<file path="src/rtl/ecam_cfg_pkg.sv">
package ecam_cfg_pkg;
   localparam int unsigned SIZE_FIELD_LSB = 16;
   localparam int unsigned SIZE_FIELD_W   = 3;

   function automatic logic [SIZE_FIELD_W-1:0] size_code(input int unsigned bus_bits);
      return SIZE_FIELD_W'(bus_bits - 1);
   endfunction
endpackage

</file>
<file path="src/rtl/ecam_root_bus_reg.sv">
module ecam_root_bus_reg #(
   parameter int unsigned BUS_BITS = 8
) (
   input  logic                clk,
   input  logic                rst_n,
   input  logic                we,
   input  logic [BUS_BITS-1:0] wdata,
   output logic [BUS_BITS-1:0] root_q
);
   always_ff @(posedge clk) begin
      if (!rst_n)  root_q <= '0;
      else if (we) root_q <= wdata;
   end
endmodule

</file>
<file path="src/rtl/ecam_target_filter.sv">
module ecam_target_filter #(
   parameter int unsigned BUS_BITS = 8,
   parameter int unsigned DEVFN_W  = 8,
   parameter int unsigned PHY_W    = 16,
   parameter int unsigned LINK_BIT = 11
) (
   input  logic [BUS_BITS-1:0] bus,
   input  logic [DEVFN_W-1:0]  devfn,
   input  logic [BUS_BITS-1:0] root_bus,
   input  logic [PHY_W-1:0]    phy_status,
   output logic                accept
);
   localparam logic [PHY_W-1:0] LINK_MASK = PHY_W'(1) << LINK_BIT;

   logic link_up, on_root;

   assign link_up = |(phy_status & LINK_MASK);
   assign on_root = (bus == root_bus);

   always_comb begin
      if (on_root) accept = (devfn == '0);
      else         accept = link_up;
   end
endmodule

</file>
<file path="src/rtl/ecam_addr_pack.sv">
module ecam_addr_pack #(
   parameter int unsigned BUS_BITS = 8,
   parameter int unsigned DEVFN_W  = 8,
   parameter int unsigned REG_W    = 12,
   localparam int unsigned BUS_SHIFT = DEVFN_W + REG_W,
   localparam int unsigned ADDR_W    = BUS_SHIFT + BUS_BITS
) (
   input  logic [BUS_BITS-1:0] bus,
   input  logic [DEVFN_W-1:0]  devfn,
   input  logic [REG_W-1:0]    regofs,
   output logic [ADDR_W-1:0]   addr
);
   assign addr = (ADDR_W'(bus) << BUS_SHIFT)
               | (ADDR_W'(devfn) << REG_W)
               | ADDR_W'(regofs);
endmodule

</file>
<file path="src/rtl/ecam_cfg_decoder.sv">
module ecam_cfg_decoder
   import ecam_cfg_pkg::*;
#(
   parameter int unsigned BUS_BITS = 8,
   parameter int unsigned DEVFN_W  = 8,
   parameter int unsigned REG_W    = 12,
   parameter int unsigned BE_W     = 4,
   parameter int unsigned DATA_W   = 32,
   parameter int unsigned PHY_W    = 16,
   parameter int unsigned LINK_BIT = 11,
   localparam int unsigned ADDR_W  = BUS_BITS + DEVFN_W + REG_W
) (
   input  logic                clk,
   input  logic                rst_n,
   input  logic                root_we,
   input  logic [BUS_BITS-1:0] root_wdata,
   input  logic [PHY_W-1:0]    phy_status,
   input  logic                req_valid,
   input  logic                req_write,
   input  logic [BUS_BITS-1:0] req_bus,
   input  logic [DEVFN_W-1:0]  req_devfn,
   input  logic [REG_W-1:0]    req_reg,
   input  logic [BE_W-1:0]     req_be,
   output logic                fwd_valid,
   output logic                fwd_write,
   output logic [ADDR_W-1:0]   fwd_addr,
   output logic [BE_W-1:0]     fwd_be,
   output logic                rej_valid,
   output logic                rej_write,
   output logic [DATA_W-1:0]   rej_rdata,
   output logic [DATA_W-1:0]   window_info
);
   generate
      if (BUS_BITS < 1 || BUS_BITS > 8) begin : g_bad_bus
         $error("BUS_BITS must lie in 1..8 to fit the size code");
      end
      if (LINK_BIT >= PHY_W) begin : g_bad_link
         $error("LINK_BIT must index into phy_status");
      end
      if (DATA_W < SIZE_FIELD_LSB + SIZE_FIELD_W) begin : g_bad_data
         $error("DATA_W too narrow for the size field");
      end
   endgenerate

   logic [BUS_BITS-1:0] root_q;
   logic                accept;
   logic [ADDR_W-1:0]   addr_c;

   ecam_root_bus_reg #(.BUS_BITS(BUS_BITS)) i_root (
      .clk    (clk),
      .rst_n  (rst_n),
      .we     (root_we),
      .wdata  (root_wdata),
      .root_q (root_q)
   );

   ecam_target_filter #(
      .BUS_BITS(BUS_BITS), .DEVFN_W(DEVFN_W), .PHY_W(PHY_W), .LINK_BIT(LINK_BIT)
   ) i_filter (
      .bus        (req_bus),
      .devfn      (req_devfn),
      .root_bus   (root_q),
      .phy_status (phy_status),
      .accept     (accept)
   );

   ecam_addr_pack #(
      .BUS_BITS(BUS_BITS), .DEVFN_W(DEVFN_W), .REG_W(REG_W)
   ) i_pack (
      .bus    (req_bus),
      .devfn  (req_devfn),
      .regofs (req_reg),
      .addr   (addr_c)
   );

   always_ff @(posedge clk) begin
      if (!rst_n) begin
         fwd_valid <= 1'b0;
         fwd_write <= 1'b0;
         fwd_addr  <= '0;
         fwd_be    <= '0;
         rej_valid <= 1'b0;
         rej_write <= 1'b0;
         rej_rdata <= '0;
      end else begin
         fwd_valid <= req_valid && accept;
         rej_valid <= req_valid && !accept;
         if (req_valid && accept) begin
            fwd_write <= req_write;
            fwd_addr  <= addr_c;
            fwd_be    <= req_be;
         end
         if (req_valid && !accept) begin
            rej_write <= req_write;
            rej_rdata <= req_write ? '0 : '1;
         end
      end
   end

   assign window_info = DATA_W'(size_code(BUS_BITS)) << SIZE_FIELD_LSB;
endmodule

</file>
<file path="config.mk">
export PLATFORM = sky130hd
export DESIGN_NAME = ecam_cfg_decoder
export DESIGN_NICKNAME = d
export VERILOG_FILES = /design/src/rtl/ecam_cfg_pkg.sv /design/src/rtl/ecam_root_bus_reg.sv /design/src/rtl/ecam_target_filter.sv /design/src/rtl/ecam_addr_pack.sv /design/src/rtl/ecam_cfg_decoder.sv
export SDC_FILE = /design/constraint.sdc
export NUM_CORES = 1
export LEC_CHECK = 0
export BUFFER_PORTS_ARGS = -buffer_cell sky130_fd_sc_hd__buf_2
export CORE_MARGIN = 8
export CORE_UTILIZATION = 44
export DETAILED_ROUTE_END_ITERATION = 7
export HOLD_SLACK_MARGIN = 0.08
export PLACE_DENSITY = 0.81
export SETUP_SLACK_MARGIN = 0.3
export SYNTH_ARGS = -nofsm -noshare
export SYNTH_HDL_FRONTEND = slang
export SYNTH_HIERARCHICAL = 1
export SYNTH_SLANG_ARGS = --single-unit
</file>
<file path="constraint.sdc">
create_clock -name clk -period 1.9 [get_ports clk]
set_clock_uncertainty 0.05 [all_clocks]
set_input_delay 0.38 -clock clk [delete_from_list [all_inputs] [get_ports clk]]
set_output_delay 0.38 -clock clk [all_outputs]
set_load 0.02 [all_outputs]
</file>
Word-level counts from Yosys, hierarchy flattened
Cells that the tools add are included.
Storage, ports and cells
  register bits: 76
  output and inout bits: 100
  logic and storage cells: 17
Operators by class
  equal/unequal tests: 1
  multiplexer cells: 2
  bitwise gates (word level): 2
  reductions and logical operators: 4
Operators with widths (count)
  32-bit two-way mux: 1
  28-bit by 12-bit OR with 28-bit output: 1
  28-bit by 20-bit OR with 28-bit output: 1
  8-bit equality test: 1
  8-bit logical NOT: 1
  1-bit logical AND: 2
  1-bit logical NOT: 1
  1-bit two-way mux: 1

Depth between registers and ports, before layout
  depth in word-level cells: 4
  depth in mapped cells: 9
  gate-level depth less buffers: 6

By module
Netlist, hierarchy kept.
Modules (own cells, without submodules)
  ecam_cfg_decoder: instances 1, cells each 230, area an instance 2038.2 um2, sequential area each 740.7 um2
  ecam_root_bus_reg: instances 1, cells each 25, area an instance 301.5 um2, sequential area each 160.2 um2
  ecam_addr_pack: instances 1, cells each 28, area an instance 210.2 um2, sequential area each 0.0 um2
  ecam_target_filter: instances 1, cells each 15, area an instance 123.9 um2, sequential area each 0.0 um2

Worst setup path after synthesis
OpenSTA, ideal clock, no wires.
  path type: input port to flip-flop
  from: input port req_devfn[1]
  to: register fwd_addr[0]
  library setup time: 0.116 ns
  arrival: 1.572 ns
  setup slack: 0.162 ns
  stages: 8
  path buffers: 3
  cell sequence: nor4_2 -> nand2_1 -> o31ai_1 -> buf_6 -> and2_4 -> buf_6 -> buf_12 -> o21ai_2
Between the ends
  cells in the longest elaborated chain, start to end: 3
Ends and longest elaborated chain
  start: declaration: line ecam_cfg_decoder.sv:21  | input logic [DEVFN_W-1:0] req_devfn,
  8-bit logical NOT: line ecam_target_filter.sv:21  | if (on_root) accept = (devfn == '0);
  1-bit two-way mux: line ecam_target_filter.sv:21
  via accept: line ecam_cfg_decoder.sv:46  | logic accept;
  1-bit logical AND: line ecam_cfg_decoder.sv:88  | if (req_valid && accept) begin
  end signal: assignment: line ecam_cfg_decoder.sv:90  | fwd_addr <= addr_c;
  end: declaration: line ecam_cfg_decoder.sv:26  | output logic [ADDR_W-1:0] fwd_addr,
The timed path passes the listed nets, and every way through them passes these cells.
A chain may end at the register's enable or synchronous reset.

Worst setup path in the final report
  from: register i_root.root_q[5]
  to: register fwd_addr[11]
Between the ends
  cells in the longest elaborated chain, start to end: 3
Ends and longest elaborated chain
  start: declaration: line ecam_root_bus_reg.sv:8  | output logic [BUS_BITS-1:0] root_q
  start signal: assignment: line ecam_root_bus_reg.sv:12  | else if (we) root_q <= wdata;
  8-bit equality test: line ecam_target_filter.sv:18  | assign on_root = (bus == root_bus);
  1-bit two-way mux: line ecam_target_filter.sv:21
  via accept: line ecam_cfg_decoder.sv:46
  1-bit logical AND: line ecam_cfg_decoder.sv:88
The timed path passes the listed nets, and every way through them passes these cells.

==> summary.md <==
| Metric | Value |
|---|---|
| Run status | finished clean |
| Number of buffers added on ports | 113 |
| Boundary pin count | 161 |
| Endpoint, Worst Hold | fwd_addr[3] |
| Final antenna-violating net count | 0 |
| Clk pin slew, worst setup/hold paths | 0.09 ns |
| Netlist area before placement | 2674 sq um |
| Total congestion overflow after global routing | 0 |
| Final worst-path cycle share | 91.01% |
| Number of cells on the worst reg-to-reg path | 7 |
| Dominant cell type by area after synthesis | sky130_fd_sc_hd__dfxtp_1 |
| Number of buffers added by the clock tree synthesis step | 5 |
| Setup slack of the critical path after layout | 0.1707 ns |
| Post-Route Utilization | 50.79% |
| Cell at the slowest stage of the critical path | sky130_fd_sc_hd__dfxtp_2 |
| # Max-Cap Violations | 0 |
| Weighted congestion at the end of routability-driven global placement | 0.7585 |
| Logic depth of the worst path, buffers included | 7 |
| Vias per std cell | 4.580 |
| Peak supply drop | 436.9 uV |
| Sequential share of the synthesized area | 33.69% |
| Total number of placement rows | 28 |
| Via count of the first global-routing pass | 2042 |
| Insertion delay to the later sink of the worst-skew pair | 0.30 ns |
| Count of endpoints failing setup in the final report | 0 |
| Combined area of the multi-input logic cells | 1141 sq um |
| Die outline width | 93.96 microns |
| RSZ-0062 raised after global routing | yes |
| Number of DRC violations after detailed-routing iteration 0 | 75 |
| Largest net degree at the start of global routing | 46 |
| Leakage power of the design | 1.480 nW |
| Wirelength, routed | 6.048 mm |
| Critical Path Source Type | register |
| Initial core utilization | 45.43% |
| Number of slew-limit violations in the final report | 0 |
| Fillers | 557 |
| Area used by sequential logic in the layout | 913.4 sq um |
| Dpl hpwl | 4.722 mm |
| Crit Reg-Reg Startpoint | i_root/root_q[5] |
| Fmax | 0.5783 GHz |
| Reg-to-Reg End | fwd_addr[11] |
| Growth of design area from synthesis to finish | 11.79% |
| Nets@finish | 414 |
| First-pass GRT wire length | 9.708 mm |
| Synth warn | 6 |
| Reg2Reg Setup Slack | 0.17 ns |
| Largest driver fanout on the critical path | 11 |
| Top cells by area, synth | sky130_fd_sc_hd__dfxtp_1 (34%), sky130_fd_sc_hd__buf_4 (26%), sky130_fd_sc_hd__o21ai_2 (9.8%) |
| Final critical path time including I/O delays and setup | 1.729 ns |
| DRC violations left | 0 |
| Category of the critical setup timing path | reg2reg |
| Data arrival at the endpoint of the critical path | 1.87 ns |
| CP Buf/Inv Count | 2 |
| Post-detailed-placement cell area | 2793 sq um |
| Fraction of final layout cells with drive strength greater than 1 | 54.24% |
| DR vias | 1965 |
| Count of inserted antenna diode cells | 0 |
| Total instance count after detailed placement | 416 |
| Fin area | 2989 sq um |
| Number of instances in the synthesized netlist | 298 |
| Maximum root-to-sink buffer count | 2 |
| Core footprint | 5886 sq um |
| Die area | 8828 sq um |
| Nature of the critical path endpoint | register |
| Number of cells on the worst hold path | 3 |
| Clock tree root buffer cell | sky130_fd_sc_hd__clkbuf_8 |
| 1st-pass router iterations | 4 |
| Type of the worst min-delay path | in2reg |
| Number of antenna violations at the first check in global routing | 0 |
| Die Y | 93.96 microns |
| Routed wirelength normalized by instance count | 14.10 microns |
| Highest cell delay on the worst timing path | 0.35 ns |
| Areal power density over the cells | 710.8 nW/um^2 |
| Synth Area per Inst | 8.973 sq um |
| Register bit total from synthesis | 45 |
| Number of distinct library cell variants in the gate-level netlist after synthesis | 24 |
| Post-Place Worst Slack | -0.01518 ns |
| Hold Path Origin | req_reg[3] |
| Total routing usage reported by global routing | 13.55% |
| Number of non-filler instances in the completed layout | 429 |
| H-tree Lvls | 2 |
| Sink Count | 45 |
| Cell breakdown of the critical path | xnor2_2 > nand4_1 > buf_4 > o31ai_4 > and2_4 > buf_12 > o21ai_2 |
| Cell family contributing the most delay on the critical path | simple AND/OR/NAND/NOR gates |
| Final Hold Viols | 0 |
| Clock tree from TritonCTS | yes |
| Area share of the largest cell type after synthesis | 33.69% |
| Data required time of the worst path | 2.04 ns |
repair_timing:
action                     CTS  global route
pin swaps                    2             5
hold buffers                 0             0
gates resized for setup      8            10
setup endpoints to repair   37            69
setup buffers                5             0
layout make-up:
type | instances | share of cell area, %
flip-flops and latches | 45 | 30.56
well taps | 75 | 3.139
clock inverters | 3 | 0.7116
multi-input cells | 170 | 38.17
repair buffers | 130 | 24.99
clock buffers | 5 | 2.302
inverters | 1 | 0.1256
worst register-to-register path: stages (launching register included):
cell and delay [ns]:
sky130_fd_sc_hd__dfxtp_2 0.35, sky130_fd_sc_hd__xnor2_2 0.15, sky130_fd_sc_hd__nand4_1 0.14, sky130_fd_sc_hd__buf_4 0.17, sky130_fd_sc_hd__o31ai_4 0.26, sky130_fd_sc_hd__and2_4 0.29
sky130_fd_sc_hd__buf_12 0.17, sky130_fd_sc_hd__o21ai_2 0.06
kinds of logic (layout without fill, tap and decap cells):
group           after synthesis  count (layout)  share of synthesized area, %
buf+inv                     113             139                         31.54
simple gates                 85              85                         17.13
flops                        45              45                         33.69
compound gates               35              35                         11.00
mux                          10              10                         3.744
xor+xnor                      8               8                         2.621
other cells                   2              32                        0.2809
cells in the mapped netlist:
library cell,number
sky130_fd_sc_hd__dfxtp_1,45
sky130_fd_sc_hd__nand2_1,36
sky130_fd_sc_hd__a31o_1,1
sky130_fd_sc_hd__nand4_1,34
sky130_fd_sc_hd__xnor2_1,8
sky130_fd_sc_hd__o21ai_2,30
sky130_fd_sc_hd__nor4_2,2
sky130_fd_sc_hd__nor2_1,1
sky130_fd_sc_hd__inv_2,1
sky130_fd_sc_hd__nor2b_1,8
sky130_fd_sc_hd__nand2b_1,1
sky130_fd_sc_hd__nor4bb_1,1
sky130_fd_sc_hd__and2_4,1
sky130_fd_sc_hd__buf_12,3
sky130_fd_sc_hd__buf_4,91
sky130_fd_sc_hd__o21ai_1,2
sky130_fd_sc_hd__conb_1,2
sky130_fd_sc_hd__o21ai_0,1
sky130_fd_sc_hd__and3_1,1
sky130_fd_sc_hd__buf_2,5
sky130_fd_sc_hd__buf_6,3
sky130_fd_sc_hd__o31ai_1,1
sky130_fd_sc_hd__clkbuf_1,10
sky130_fd_sc_hd__mux2i_1,10
layout by cell type, fill, tap and decap left out, types with 2 or more instances in the layout:
master,instances
sky130_fd_sc_hd__buf_12,4
sky130_fd_sc_hd__buf_2,113
sky130_fd_sc_hd__buf_4,12
sky130_fd_sc_hd__clkbuf_8,5
sky130_fd_sc_hd__conb_1,32
sky130_fd_sc_hd__dfxtp_1,37
sky130_fd_sc_hd__dfxtp_2,7
sky130_fd_sc_hd__mux2i_1,10
sky130_fd_sc_hd__nand2_1,36
sky130_fd_sc_hd__nand4_1,34
sky130_fd_sc_hd__nor2b_1,8
sky130_fd_sc_hd__o21ai_2,31
sky130_fd_sc_hd__xnor2_1,2
sky130_fd_sc_hd__xnor2_2,6
power breakdown:
part           switching [mW]  leakage (nW)  internal [mW]
Sequential             0.0318         0.372          0.992
Combinational           0.316          1.06          0.185
Clock                   0.338        0.0445          0.261
how the worst max path moves through the flow:
stage          slack, ns            end        startpoint
2_1_floorplan       0.26    fwd_addr[0]      req_devfn[7]
3_3_place_gp        0.03  rej_rdata[30]        req_bus[6]
3_5_place_dp       -0.02  rej_rdata[30]        req_bus[6]
4_1_cts             0.18   fwd_addr[11]  i_root/root_q[5]
5_1_grt             0.06   fwd_addr[13]  i_root/root_q[6]
6_report            0.17   fwd_addr[11]  i_root/root_q[5]
per-layer routing:
metal | GRT usage (%) | wire length (microns) | vias up
met1 | 13.51 | 2305 | 893
met5 | 0 | 0 | -
met3 | 7.754 | 859 | 2
met2 | 23.57 | 2860 | 87
met4 | 3.567 | 23 | 0
li1 | - | - | 983
through the flow:
stage | hold slack (ns) | power (mW) | setup TNS [ns]
detailed placement | 0.3909 | 1.525 | -0.01518
global placement | 0.3828 | 1.515 | 0
floorplan | 0.4542 | 1.495 | 0
CTS | 0.2560 | 2.139 | 0
finish | 0.2762 | 2.125 | 0
global route | 0.2595 | 2.236 | 0
registers in the layout (all words and copies together), names as in the netlist:
register	flops
fwd_write	1
rej_write	1
i_root/root_q	8
fwd_addr	28
fwd_valid	1
fwd_be	4
rej_valid	1
rej_rdata	1
No activity file was read; power rests on OpenSTA's default activity.
